`src/rtl/rmw_pkg.sv`:
```
package rmw_pkg;

    typedef enum logic [3:0] {
        K_NONE, K_RMW, K_SAX, K_LAX, K_LAS, K_ANC, K_ALR, K_ARR, K_XAA, K_JAM
    } kind_e;

    typedef enum logic [2:0] {
        MOP_PASS, MOP_ASL, MOP_ROL, MOP_LSR, MOP_ROR, MOP_DEC, MOP_INC
    } mem_op_e;

    typedef enum logic [2:0] {
        AOP_NONE, AOP_OR, AOP_AND, AOP_EOR, AOP_ADC, AOP_CMP, AOP_SBC
    } acc_op_e;

    typedef struct packed {
        kind_e   kind;
        mem_op_e mop;
        acc_op_e aop;
    } dec_t;

endpackage

```
`src/rtl/rmw_decode.sv`:
```
module rmw_decode
    import rmw_pkg::*;
(
    input  logic [7:0] opcode,
    output dec_t       dec
);
    logic [2:0] grp;
    logic [2:0] col;

    assign grp = opcode[7:5];
    assign col = opcode[4:2];

    always_comb begin
        dec = '{kind: K_NONE, mop: MOP_PASS, aop: AOP_NONE};
        if (opcode[3:0] == 4'h2 && (!opcode[7] || opcode[4])) begin
            dec.kind = K_JAM;
        end else if (opcode[1:0] == 2'b11) begin
            if (col == 3'b010) begin
                case (opcode)
                    8'h0B, 8'h2B: dec.kind = K_ANC;
                    8'h4B:        dec.kind = K_ALR;
                    8'h6B:        dec.kind = K_ARR;
                    8'h8B:        dec.kind = K_XAA;
                    default:      dec.kind = K_NONE;
                endcase
            end else begin
                case (grp)
                    3'd0: dec = '{kind: K_RMW, mop: MOP_ASL, aop: AOP_OR};
                    3'd1: dec = '{kind: K_RMW, mop: MOP_ROL, aop: AOP_AND};
                    3'd2: dec = '{kind: K_RMW, mop: MOP_LSR, aop: AOP_EOR};
                    3'd3: dec = '{kind: K_RMW, mop: MOP_ROR, aop: AOP_ADC};
                    3'd4: if (opcode == 8'h83 || opcode == 8'h87 || opcode == 8'h93)
                              dec.kind = K_SAX;
                    3'd5: dec.kind = (col == 3'b110) ? K_LAS : K_LAX;
                    3'd6: dec = '{kind: K_RMW, mop: MOP_DEC, aop: AOP_CMP};
                    default: dec = '{kind: K_RMW, mop: MOP_INC, aop: AOP_SBC};
                endcase
            end
        end
    end
endmodule

```
`src/rtl/rmw_mem_stage.sv`:
```
module rmw_mem_stage
    import rmw_pkg::*;
#(
    parameter int W = 8
) (
    input  mem_op_e      mop,
    input  logic [W-1:0] din,
    input  logic         cin,
    output logic [W-1:0] dout,
    output logic         cout
);
    always_comb begin
        dout = din;
        cout = cin;
        case (mop)
            MOP_ASL: begin dout = {din[W-2:0], 1'b0}; cout = din[W-1]; end
            MOP_ROL: begin dout = {din[W-2:0], cin};  cout = din[W-1]; end
            MOP_LSR: begin dout = {1'b0, din[W-1:1]}; cout = din[0];   end
            MOP_ROR: begin dout = {cin, din[W-1:1]};  cout = din[0];   end
            MOP_DEC: dout = din - 1'b1;
            MOP_INC: dout = din + 1'b1;
            default: ;
        endcase
    end
endmodule

```
`src/rtl/rmw_acc_stage.sv`:
```
module rmw_acc_stage
    import rmw_pkg::*;
#(
    parameter int W = 8
) (
    input  acc_op_e      aop,
    input  logic [W-1:0] acc,
    input  logic [W-1:0] m,
    input  logic         cin,
    input  logic         vin,
    output logic [W-1:0] acc_new,
    output logic [W-1:0] flag_val,
    output logic         cout,
    output logic         vout
);
    logic [W:0]   sum;
    logic [W-1:0] addend;
    logic         carry_in;

    always_comb begin
        addend   = (aop == AOP_ADC) ? m : ~m;
        carry_in = (aop == AOP_CMP) ? 1'b1 : cin;
        sum      = {1'b0, acc} + {1'b0, addend} + {{W{1'b0}}, carry_in};
    end

    always_comb begin
        acc_new = acc;
        cout    = cin;
        vout    = vin;
        case (aop)
            AOP_OR:  acc_new = acc | m;
            AOP_AND: acc_new = acc & m;
            AOP_EOR: acc_new = acc ^ m;
            AOP_ADC, AOP_SBC: begin
                acc_new = sum[W-1:0];
                cout    = sum[W];
                vout    = (acc[W-1] == addend[W-1]) && (sum[W-1] != acc[W-1]);
            end
            AOP_CMP: cout = sum[W];
            default: ;
        endcase
        flag_val = (aop == AOP_CMP) ? sum[W-1:0] : acc_new;
    end
endmodule

```
`src/rtl/rmw_combo_unit.sv`:
```
module rmw_combo_unit
    import rmw_pkg::*;
#(
    parameter int W = 8
) (
    input  logic         clk,
    input  logic         rst_n,
    input  logic         start,
    input  logic [7:0]   opcode,
    input  logic [W-1:0] operand,
    input  logic [W-1:0] a_in,
    input  logic [W-1:0] x_in,
    input  logic [W-1:0] s_in,
    input  logic         n_in,
    input  logic         v_in,
    input  logic         z_in,
    input  logic         c_in,
    output logic [W-1:0] mem_wdata,
    output logic         mem_we,
    output logic [W-1:0] a_out,
    output logic [W-1:0] x_out,
    output logic [W-1:0] s_out,
    output logic         n_out,
    output logic         v_out,
    output logic         z_out,
    output logic         c_out,
    output logic         done,
    output logic         unhandled,
    output logic         halted
);
    typedef struct packed {
        logic [W-1:0] mem;
        logic         we;
        logic [W-1:0] a;
        logic [W-1:0] x;
        logic [W-1:0] s;
        logic         n, v, z, c;
        logic         done;
        logic         unh;
        logic         halt;
    } st_t;

    st_t st_d, st_q;
    dec_t dec;

    logic [W-1:0] m_res, acc_res, acc_flag;
    logic         m_c, acc_c, acc_v;
    logic [W-1:0] t_and;

    rmw_decode u_dec (.opcode(opcode), .dec(dec));

    rmw_mem_stage #(.W(W)) u_mem (
        .mop(dec.mop), .din(operand), .cin(c_in), .dout(m_res), .cout(m_c)
    );

    rmw_acc_stage #(.W(W)) u_acc (
        .aop(dec.aop), .acc(a_in), .m(m_res), .cin(m_c), .vin(v_in),
        .acc_new(acc_res), .flag_val(acc_flag), .cout(acc_c), .vout(acc_v)
    );

    assign t_and = a_in & operand;

    always_comb begin
        st_d      = st_q;
        st_d.done = 1'b0;
        st_d.we   = 1'b0;
        st_d.unh  = 1'b0;
        if (start && !st_q.halt) begin
            st_d.done = 1'b1;
            st_d.mem  = operand;
            st_d.a    = a_in;
            st_d.x    = x_in;
            st_d.s    = s_in;
            st_d.n    = n_in;
            st_d.v    = v_in;
            st_d.z    = z_in;
            st_d.c    = c_in;
            case (dec.kind)
                K_RMW: begin
                    st_d.mem = m_res;
                    st_d.we  = 1'b1;
                    st_d.a   = acc_res;
                    st_d.c   = acc_c;
                    st_d.v   = acc_v;
                    st_d.n   = acc_flag[W-1];
                    st_d.z   = (acc_flag == '0);
                end
                K_SAX: begin
                    st_d.mem = a_in & x_in;
                    st_d.we  = 1'b1;
                end
                K_LAX: begin
                    st_d.a = operand;
                    st_d.x = operand;
                end
                K_LAS: begin
                    st_d.a = s_in & operand;
                    st_d.x = s_in & operand;
                    st_d.s = s_in & operand;
                end
                K_ANC: begin
                    st_d.a = t_and;
                    st_d.c = t_and[W-1];
                end
                K_ALR: begin
                    st_d.a = {1'b0, t_and[W-1:1]};
                    st_d.c = t_and[0];
                end
                K_ARR: begin
                    st_d.a = {c_in, t_and[W-1:1]};
                    st_d.c = t_and[0];
                end
                K_XAA: st_d.a = x_in & operand;
                K_JAM: begin
                    st_d.done = 1'b0;
                    st_d.halt = 1'b1;
                end
                default: st_d.unh = 1'b1;
            endcase
            if (dec.kind inside {K_LAX, K_LAS, K_ANC, K_ALR, K_ARR, K_XAA}) begin
                st_d.n = st_d.a[W-1];
                st_d.z = (st_d.a == '0);
            end
        end
    end

    always_ff @(posedge clk or negedge rst_n) begin
        if (!rst_n) st_q <= '0;
        else        st_q <= st_d;
    end

    assign mem_wdata = st_q.mem;
    assign mem_we    = st_q.we;
    assign a_out     = st_q.a;
    assign x_out     = st_q.x;
    assign s_out     = st_q.s;
    assign n_out     = st_q.n;
    assign v_out     = st_q.v;
    assign z_out     = st_q.z;
    assign c_out     = st_q.c;
    assign done      = st_q.done;
    assign unhandled = st_q.unh;
    assign halted    = st_q.halt;
endmodule

```
`config.mk`:
```
export PLATFORM = sky130hd
export DESIGN_NAME = rmw_combo_unit
export DESIGN_NICKNAME = d
export VERILOG_FILES = /design/src/rtl/rmw_pkg.sv /design/src/rtl/rmw_decode.sv /design/src/rtl/rmw_mem_stage.sv /design/src/rtl/rmw_acc_stage.sv /design/src/rtl/rmw_combo_unit.sv
export SDC_FILE = /design/constraint.sdc
export NUM_CORES = 1
export LEC_CHECK = 0
export BUFFER_PORTS_ARGS = -buffer_cell sky130_fd_sc_hd__buf_2
export CORE_ASPECT_RATIO = 0.5
export CORE_MARGIN = 3
export CORE_UTILIZATION = 55
export CTS_CLUSTER_SIZE = 25
export DETAILED_ROUTE_END_ITERATION = 6
export PLACE_DENSITY = 0.79
export SETUP_SLACK_MARGIN = 0.4
export SYNTH_ARGS = -nofsm -noshare
export SYNTH_HDL_FRONTEND = slang
export SYNTH_SLANG_ARGS = --single-unit
```
`constraint.sdc`:
```
create_clock -name clk -period 1.85 [get_ports clk]
set_input_delay 0.2775 -clock clk [delete_from_list [all_inputs] [get_ports clk]]
set_output_delay 0.2775 -clock clk [all_outputs]
set_load 0.02 [all_outputs]
```
==> results_dict.tcl, run 1 <==
set metrics [dict create \
    outcome "aborted with a tool error" \
    lastStage "global routing (5_1_grt)" \
    stop_error "[ERROR DPL-0038] Utilization greater than 100%, impossible to legalize" \
    place.gp.congestion 1.04 \
    avgSynthCellArea_sq_um 7.75 \
    netlist_area_sq_um 4290 \
    root_buffer "clkbuf_16" \
    synth_edf_count 0 \
    async_flop_share 1.00 \
    synth_area_leaders "dfrtp_1 (23%), ha_1 (9.3%), o21ai_0 (7.6%)" \
    synthCells 554 \
    start_util 0.576 \
    die_y_um 68.5 \
    ys.flop_type "dfrtp_1" \
    portBuffers 86 \
    die_w_um 131 \
    rows 22 \
    grt_max_degree 41 \
    grt-worst-endpoint "z_out$_DFFE_PN0P_/D" \
    dp_hpwl_um 13900 \
    synth_nets 636 \
    synth.distinct_cells 81 \
    cts_max_path_buffers 2 \
    ctsHoldBuffers 0 \
    synthTopCellsByCount "o21ai_0 (65), nor2_1 (54), nand2_1 (48)" \
    cts_buffers 5 \
    synth_top_cell_area_share 0.233 \
    ios 87 \
    yosys_warnings 0 \
    yosysTopAreaCell "dfrtp_1" \
    clock-sinks 40 \
    htree_num_levels 2 \
    worst-ep-kind "sequential cell input" \
    synth-seq-area-share 0.233 \
    ys_seq_elements 40 \
    yosysMostFrequentCell "o21ai_0" \
]
through the flow:
step           TNS [ns]  setup slack (ns)  std cells  utilization  cell area, sq um
4_1_cts          -28.02             -2.26        924        0.962              7180
3_5_place_dp     -40.56             -2.85        869        0.804              6000
3_3_place_gp     -38.46             -2.73        869        0.804              6000
2_1_floorplan    -25.62             -2.45        554            -              4490
timing repair:
action                     4_1_cts
setup endpoints to repair       38
hold endpoints to repair         0
setup buffers                   46
cloned                           1
resized for setup              150
pin swaps                       65
kinds of logic after synthesis:
| family | count (synthesis) | share of synthesized area |
|---|---|---|
| AO/OA/AOI/OAI | 210 | 0.321 |
| XOR/XNOR | 19 | 0.0388 |
| adder cells (fa/ha/maj) | 35 | 0.107 |
| buffers and inverters | 62 | 0.0673 |
| flip-flops | 40 | 0.233 |
| multiplexers | 9 | 0.0213 |
| AND/OR/NAND/NOR | 179 | 0.212 |
==> run 2: changes to the inputs <==
Settings changed: CORE_ASPECT_RATIO 0.5 to default, CORE_UTILIZATION 55 to 40, CTS_CLUSTER_SIZE 25 to default, PLACE_DENSITY 0.79 to default, PLACE_DENSITY_LB_ADDON from default to 0.15, SETUP_SLACK_MARGIN 0.4 to default.
==> results_dict.tcl, run 2 <==
set metrics [dict create \
    outcome "complete, but fails checks" \
    violations "DRC, setup timing" \
    dp_hpwl_um 13900 \
    drive_gt1_frac 0.513 \
    synthCells 554 \
    leakage_nw 3.41 \
    netlist_area_sq_um 4290 \
    grt_antenna_before_repair 0 \
    post_dp_cell_area_sq_um 6020 \
    grtUsageTotal 0.311 \
    root_buffer "clkbuf_8" \
    min_period_ns 4.21 \
    yosys_warnings 0 \
    crit_path_top_delay_cell "or3b_4" \
    grt-ovfl-total 0 \
    ctsHoldBuffers 0 \
    synth-seq-area-share 0.233 \
    clk_pin_slew_ns 0.09 \
    min_path_type "in2async" \
    cts_buffers 5 \
    synth_area_leaders "dfrtp_1 (23%), ha_1 (9.3%), o21ai_0 (7.6%)" \
    final_common_cell "buf_4" \
    die_y_um 110 \
    synth_top_cell_area_share 0.233 \
    htree_num_levels 2 \
    grt_max_degree 45 \
    detail_route.iter0.violations 613 \
    ys_seq_elements 40 \
    finalHoldViolCount 0 \
    cts_tree "done" \
    routed_via_density 5.96 \
    critPathKind "in2reg" \
    die_w_um 110 \
    dieArea_sq_um 12000 \
    startpoint "opcode[2]" \
    vias 5766 \
    crit-reg2reg-launch "halted" \
    start_util 0.414 \
    worstPathCellList "buf_6, or3b_4, nand2_8, nor2_4, nand2_4, inv_2, fa_2, xnor2_2, nand2_2, o22ai_2, a221oi_2, xor2_1, ha_2, or2_1, and4_1, o32a_1, o221ai_2, o221a_2, and4b_1, and4_4, a211o_1" \
    crit_fanout 3 \
    layoutNonFillerInstCount 968 \
    holdWs_ns 0.0373 \
    required_ns 2.03 \
    drc 2 \
    yosysTopAreaCell "dfrtp_1" \
    drt_wl_total_um 19700 \
    setup_viol 27 \
    rows 37 \
    utilization 0.702 \
    ios 87 \
    place.gp.congestion 1.07 \
    grt_pass1_vias 5590 \
    avgRoutedWirePerCell_um 20.3 \
    fin_nets 913 \
    synth_nets 636 \
    yosysMostFrequentCell "o21ai_0" \
    peakVddDrop_mv 0.450 \
    end_kind "flip-flop" \
    dp.cells 901 \
    dr.pass1.iters 7 \
    slew_headroom 0.669 \
    worstReg2RegEnd "z_out" \
    cts_max_path_buffers 2 \
    n_antenna_cell 0 \
    core_sq_um 10400 \
    areaGrowthSynthToFinish_pct 69.5 \
    avgSynthCellArea_sq_um 7.75 \
    power_density_nw_per_um2 613 \
    clock-sinks 40 \
    fin_crit_sh 2.27 \
    portBuffers 86 \
    rr_worst_depth 5 \
    async_flop_share 1.00 \
    final_cell_mix "buf_4 (184), buf_2 (83), nor2_1 (47)" \
    setup_slack_ns -2.36 \
    cp-start-kind "primary input" \
    ys.flop_type "dfrtp_1" \
    maxCapViolCount 0 \
    final_cell_area_sq_um 7280 \
    fin_worst_skew_ns 0.00770 \
    worstPathArrival_ns 4.39 \
    rsz0062_at_grt "true" \
    synth.distinct_cells 81 \
    worst_pin_slew_ns 0.497 \
    synth_edf_count 0 \
    antenna_left 0 \
    endpoint "z_out" \
    max_freq_mhz 238 \
    synthTopCellsByCount "o21ai_0 (65), nor2_1 (54), nand2_1 (48)" \
    r2r_setup_slack_ns 0.15 \
    crit_path_max_incr_delay_ns 0.42 \
    maxSlewViolCount 0 \
    clk_latency_ns 0.29 \
    grt_pass1_wl_um 28700 \
]
run 2: critical path: cells and delay by family:
| family | cells | cell delay [ns] |
|---|---|---|
| AND/OR/NAND/NOR | 9 | 1.47 |
| adder cells (fa/ha/maj) | 2 | 0.69 |
| XOR/XNOR | 2 | 0.37 |
| buffers and inverters | 2 | 0.13 |
| AO/OA/AOI/OAI | 6 | 1.44 |
run 2: per-stage QoR:
stage | setup slack [ns] | total power, W | setup TNS (ns)
after global placement | -2.63 | 0.00327 | -40.51
after detailed placement | -2.67 | 0.00331 | -41.77
after floorplan | -2.45 | 0.00240 | -25.64
final | -2.36 | 0.00446 | -29.58
after CTS | -2.14 | 0.00429 | -27.21
after global routing | -2.45 | 0.00472 | -32.29
run 2: cells by family after synthesis:
group           count (synthesis)  share of synthesized area
simple gates                  179                      0.212
mux                             9                     0.0213
flops                          40                      0.233
buf+inv                        62                     0.0673
fa+ha+maj                      35                      0.107
compound gates                210                      0.321
xor+xnor                       19                     0.0388
run 2: worst min-delay path by stage:
stage          start           end  cells after the start
6_report       rst_n        mem_we                      2
4_1_cts        rst_n  mem_wdata[0]                      2
5_1_grt        rst_n        halted                      2
2_1_floorplan  rst_n      a_out[0]                      0
3_3_place_gp   rst_n  mem_wdata[0]                      2
3_5_place_dp   rst_n  mem_wdata[0]                      2
run 2: final cells by class:
cell class,instances,area [sq um]
multi-input combinational,452,3600
fill,822,3090
timing repair buffer,307,2300
sequential,40,1000
tap,136,170
inverter,25,93.8
clock buffer,5,68.8
clock inverter,3,42.5
run 2: timing repair:
| item | CTS | global route |
|---|---|---|
| gates resized for setup | 96 | 50 |
| pin swaps | 41 | 44 |
| gates cloned | 1 | 0 |
| setup buffers | 53 | 16 |
| setup endpoints to repair | 28 | 28 |
run 2: routing by layer:
layer	vias to the layer above	routed length (um)	GRT usage
li1	2593	-	-
met1	2714	7600	0.387
met5	-	0	0
met2	359	9140	0.511
met4	0	1200	0.175
met3	100	1710	0.0464
run 2: power breakdown:
group	switching [W]	leakage, nW	total [W]	internal, W
logic	0.00139	2.88	0.00252	0.00113
registers	0.000113	0.483	0.00122	0.00111
clock network	0.000317	0.0541	0.000716	0.000399
total	0.00182	3.41	0.00446	0.00264
Power figures use the tool's default switching activity.
==> run 3: changes to the inputs <==
Settings changed: SYNTH_HIERARCHICAL from default to 1.
==> results_dict.tcl, run 3 <==
set metrics [dict create \
    clk_pin_slew_ns 0.06 \
    yosysMostFrequentCell "nand2_1" \
    netlist_area_sq_um 4900 \
    critPathKind "in2reg" \
    crit_fanout 8 \
    avgSynthCellArea_sq_um 7.65 \
    power_density_nw_per_um2 617 \
    ys_seq_elements 40 \
    grt_max_degree 66 \
    grt-ovfl-total 0 \
    synth_area_leaders "dfrtp_1 (20%), ha_1 (7.4%), a21oi_1 (6.2%)" \
    setup_slack_ns -2.85 \
    nFillCells 971 \
    fin_crit_sh 2.54 \
    min_path_type "in2async" \
    min_period_ns 4.70 \
    cp-start-kind "primary input" \
    cts_tree "done" \
    finalPower_w 0.00493 \
    ios 87 \
    n_antenna_cell 0 \
    synthCells 641 \
    die_y_um 117 \
    clock-sinks 40 \
    maxCapViolCount 0 \
    synth-seq-area-share 0.204 \
    avgRoutedWirePerCell_um 18.5 \
    root_buffer "clkbuf_16" \
    worst_pin_slew_ns 0.973 \
    synth_edf_count 0 \
    die_w_um 117 \
    yosys_warnings 6 \
    final_common_cell "buf_4" \
    async_flop_share 1.00 \
    drt_wl_total_um 19300 \
    grtUsageTotal 0.273 \
    synth.distinct_cells 95 \
    start_util 0.419 \
    slew_headroom 0.342 \
    dieArea_sq_um 13600 \
    setup_viol 39 \
    grt_pass1_wl_um 29600 \
    violations "setup timing" \
    portBuffers 86 \
    final_cell_mix "buf_4 (166), buf_2 (84), nand2_1 (63)" \
    grt_pass1_vias 5865 \
    peakVddDrop_mv 0.392 \
    yosysTopAreaCell "dfrtp_1" \
    routed_via_density 5.78 \
    drive_gt1_frac 0.504 \
    ys.flop_type "dfrtp_1" \
    outcome "complete, but fails checks" \
    vias 6038 \
    grt_antenna_before_repair 0 \
    cts_max_path_buffers 2 \
    place.gp.congestion 0.964 \
    holdWs_ns 0.114 \
    fin_worst_skew_ns 0.00710 \
    finalHoldViolCount 0 \
    htree_num_levels 2 \
    rows 39 \
    required_ns 2.04 \
    synthTopCellsByCount "nand2_1 (69), a21oi_1 (61), o21ai_0 (55)" \
    max_freq_mhz 213 \
    fin_nets 979 \
    dp_hpwl_um 14500 \
    end_kind "flip-flop" \
    detail_route.iter0.violations 480 \
    leakage_nw 3.65 \
    synth_nets 720 \
    dr.pass1.iters 5 \
    core_sq_um 11700 \
    areaGrowthSynthToFinish_pct 62.9 \
    drc 0 \
    synth_top_cell_area_share 0.204 \
    rsz0062_at_grt "true" \
    antenna_left 0 \
    clk_latency_ns 0.28 \
    cts_buffers 5 \
    utilization 0.682 \
    ctsHoldBuffers 0 \
    maxSlewViolCount 0 \
    worstPathArrival_ns 4.89 \
]
==> run 3: cell count changes after synthesis, sizes merged, moves of 12 or more <==
cell / delta
nand2: +21
nor2: -12
inv: +16
buf: +14
nor2b: +12
nand2b: +12
a21oi: +23
clkbuf: -12
==> run 3: cells by family (layout without fill, tap and decap cells) <==
| group | count (synthesis) | count (layout) | share of synthesized area |
|---|---|---|---|
| AOI/OAI and AO/OA | 239 | 239 | 0.322 |
| muxes | 13 | 13 | 0.0334 |
| buffers and inverters | 79 | 338 | 0.0773 |
| and+or+nand+nor | 220 | 221 | 0.241 |
| xor gates and xnor gates | 13 | 13 | 0.0248 |
| adders and majority gates | 37 | 37 | 0.0970 |
| DFF | 40 | 40 | 0.204 |
==> run 3: what timing repair did <==
item	CTS	global route
setup buffers	40	30
gates cloned	2	0
endpoints found under the setup margin	40	40
resized for setup	130	68
pin swaps	63	59
==> run 3: worst paths after layout <==
path	startpoint	to	slack, ns	depth (start not counted)
min in group clk	start	halted	0.27	2
worst min register to register	x_out[3]	x_out[3]	0.48	2
worst min-delay path	rst_n	a_out[7]	0.11	1
worst max-delay path	opcode[2]	z_out	-2.85	24
worst max register to register	halted	z_out	0.29	6
max in group asynchronous	rst_n	x_out[3]	1.18	1
==> run 3: metal layers <==
layer | share of wire | global-route usage | up-vias
met5 | 0 | 0 | -
met4 | 0.033 | 0.0963 | 0
met3 | 0.053 | 0.0285 | 48
met2 | 0.50 | 0.468 | 229
met1 | 0.42 | 0.355 | 2890
li1 | - | - | 2871
==> run 3: critical path, cell delays in order <==
cell and delay (ns):
buf_6 0.09, or3b_4 0.40, nand3_4 0.12, nor3_4 0.06, inv_4 0.06, nand3_4 0.20
ha_4 0.34, a21oi_4 0.16, a211oi_2 0.10, or3_4 0.39, nand4b_1 0.10, nor3b_4 0.34
xnor2_1 0.17, ha_1 0.27, mux2_4 0.31, nor2b_1 0.13, a211oi_1 0.18, o21ai_1 0.13
or3b_4 0.25, a21oi_2 0.05, a311oi_2 0.22, and3b_1 0.24, nand4bb_1 0.13, o31ai_2 0.18
==> run 3: stage by stage <==
| stage | setup TNS (ns) | setup slack (ns) | cells | area (sq um) |
|---|---|---|---|---|
| final | -42.25 | -2.85 | 1044 | 7980 |
| after detailed placement | -56.30 | -3.18 | 982 | 6700 |
| after floorplan | -36.07 | -2.77 | 641 | 5090 |
| after global routing | -46.32 | -3.02 | 1044 | 7980 |
| after CTS | -42.07 | -2.75 | 1027 | 7590 |
| after global placement | -55.22 | -3.07 | 982 | 6700 |
==> run 3: report_power, final <==
part	internal, W	switching [W]	leakage (nW)	total [W]
logic	0.00128	0.00147	3.07	0.00275
registers	0.00106	0.0000952	0.489	0.00116
clock network	0.000675	0.000346	0.0871	0.00102
==> run 3: final cells by class <==
| cell class | instances | area, sq um | share of cell area |
|---|---|---|---|
| flip-flops and latches | 40 | 1000 | 0.125 |
| clock inverters | 2 | 38.8 | 0.00486 |
| well taps | 143 | 179 | 0.0224 |
| repair buffers | 290 | 2180 | 0.273 |
| multi-input cells | 523 | 4290 | 0.537 |
| inverters | 40 | 155 | 0.0194 |
| clock buffers | 6 | 139 | 0.0174 |
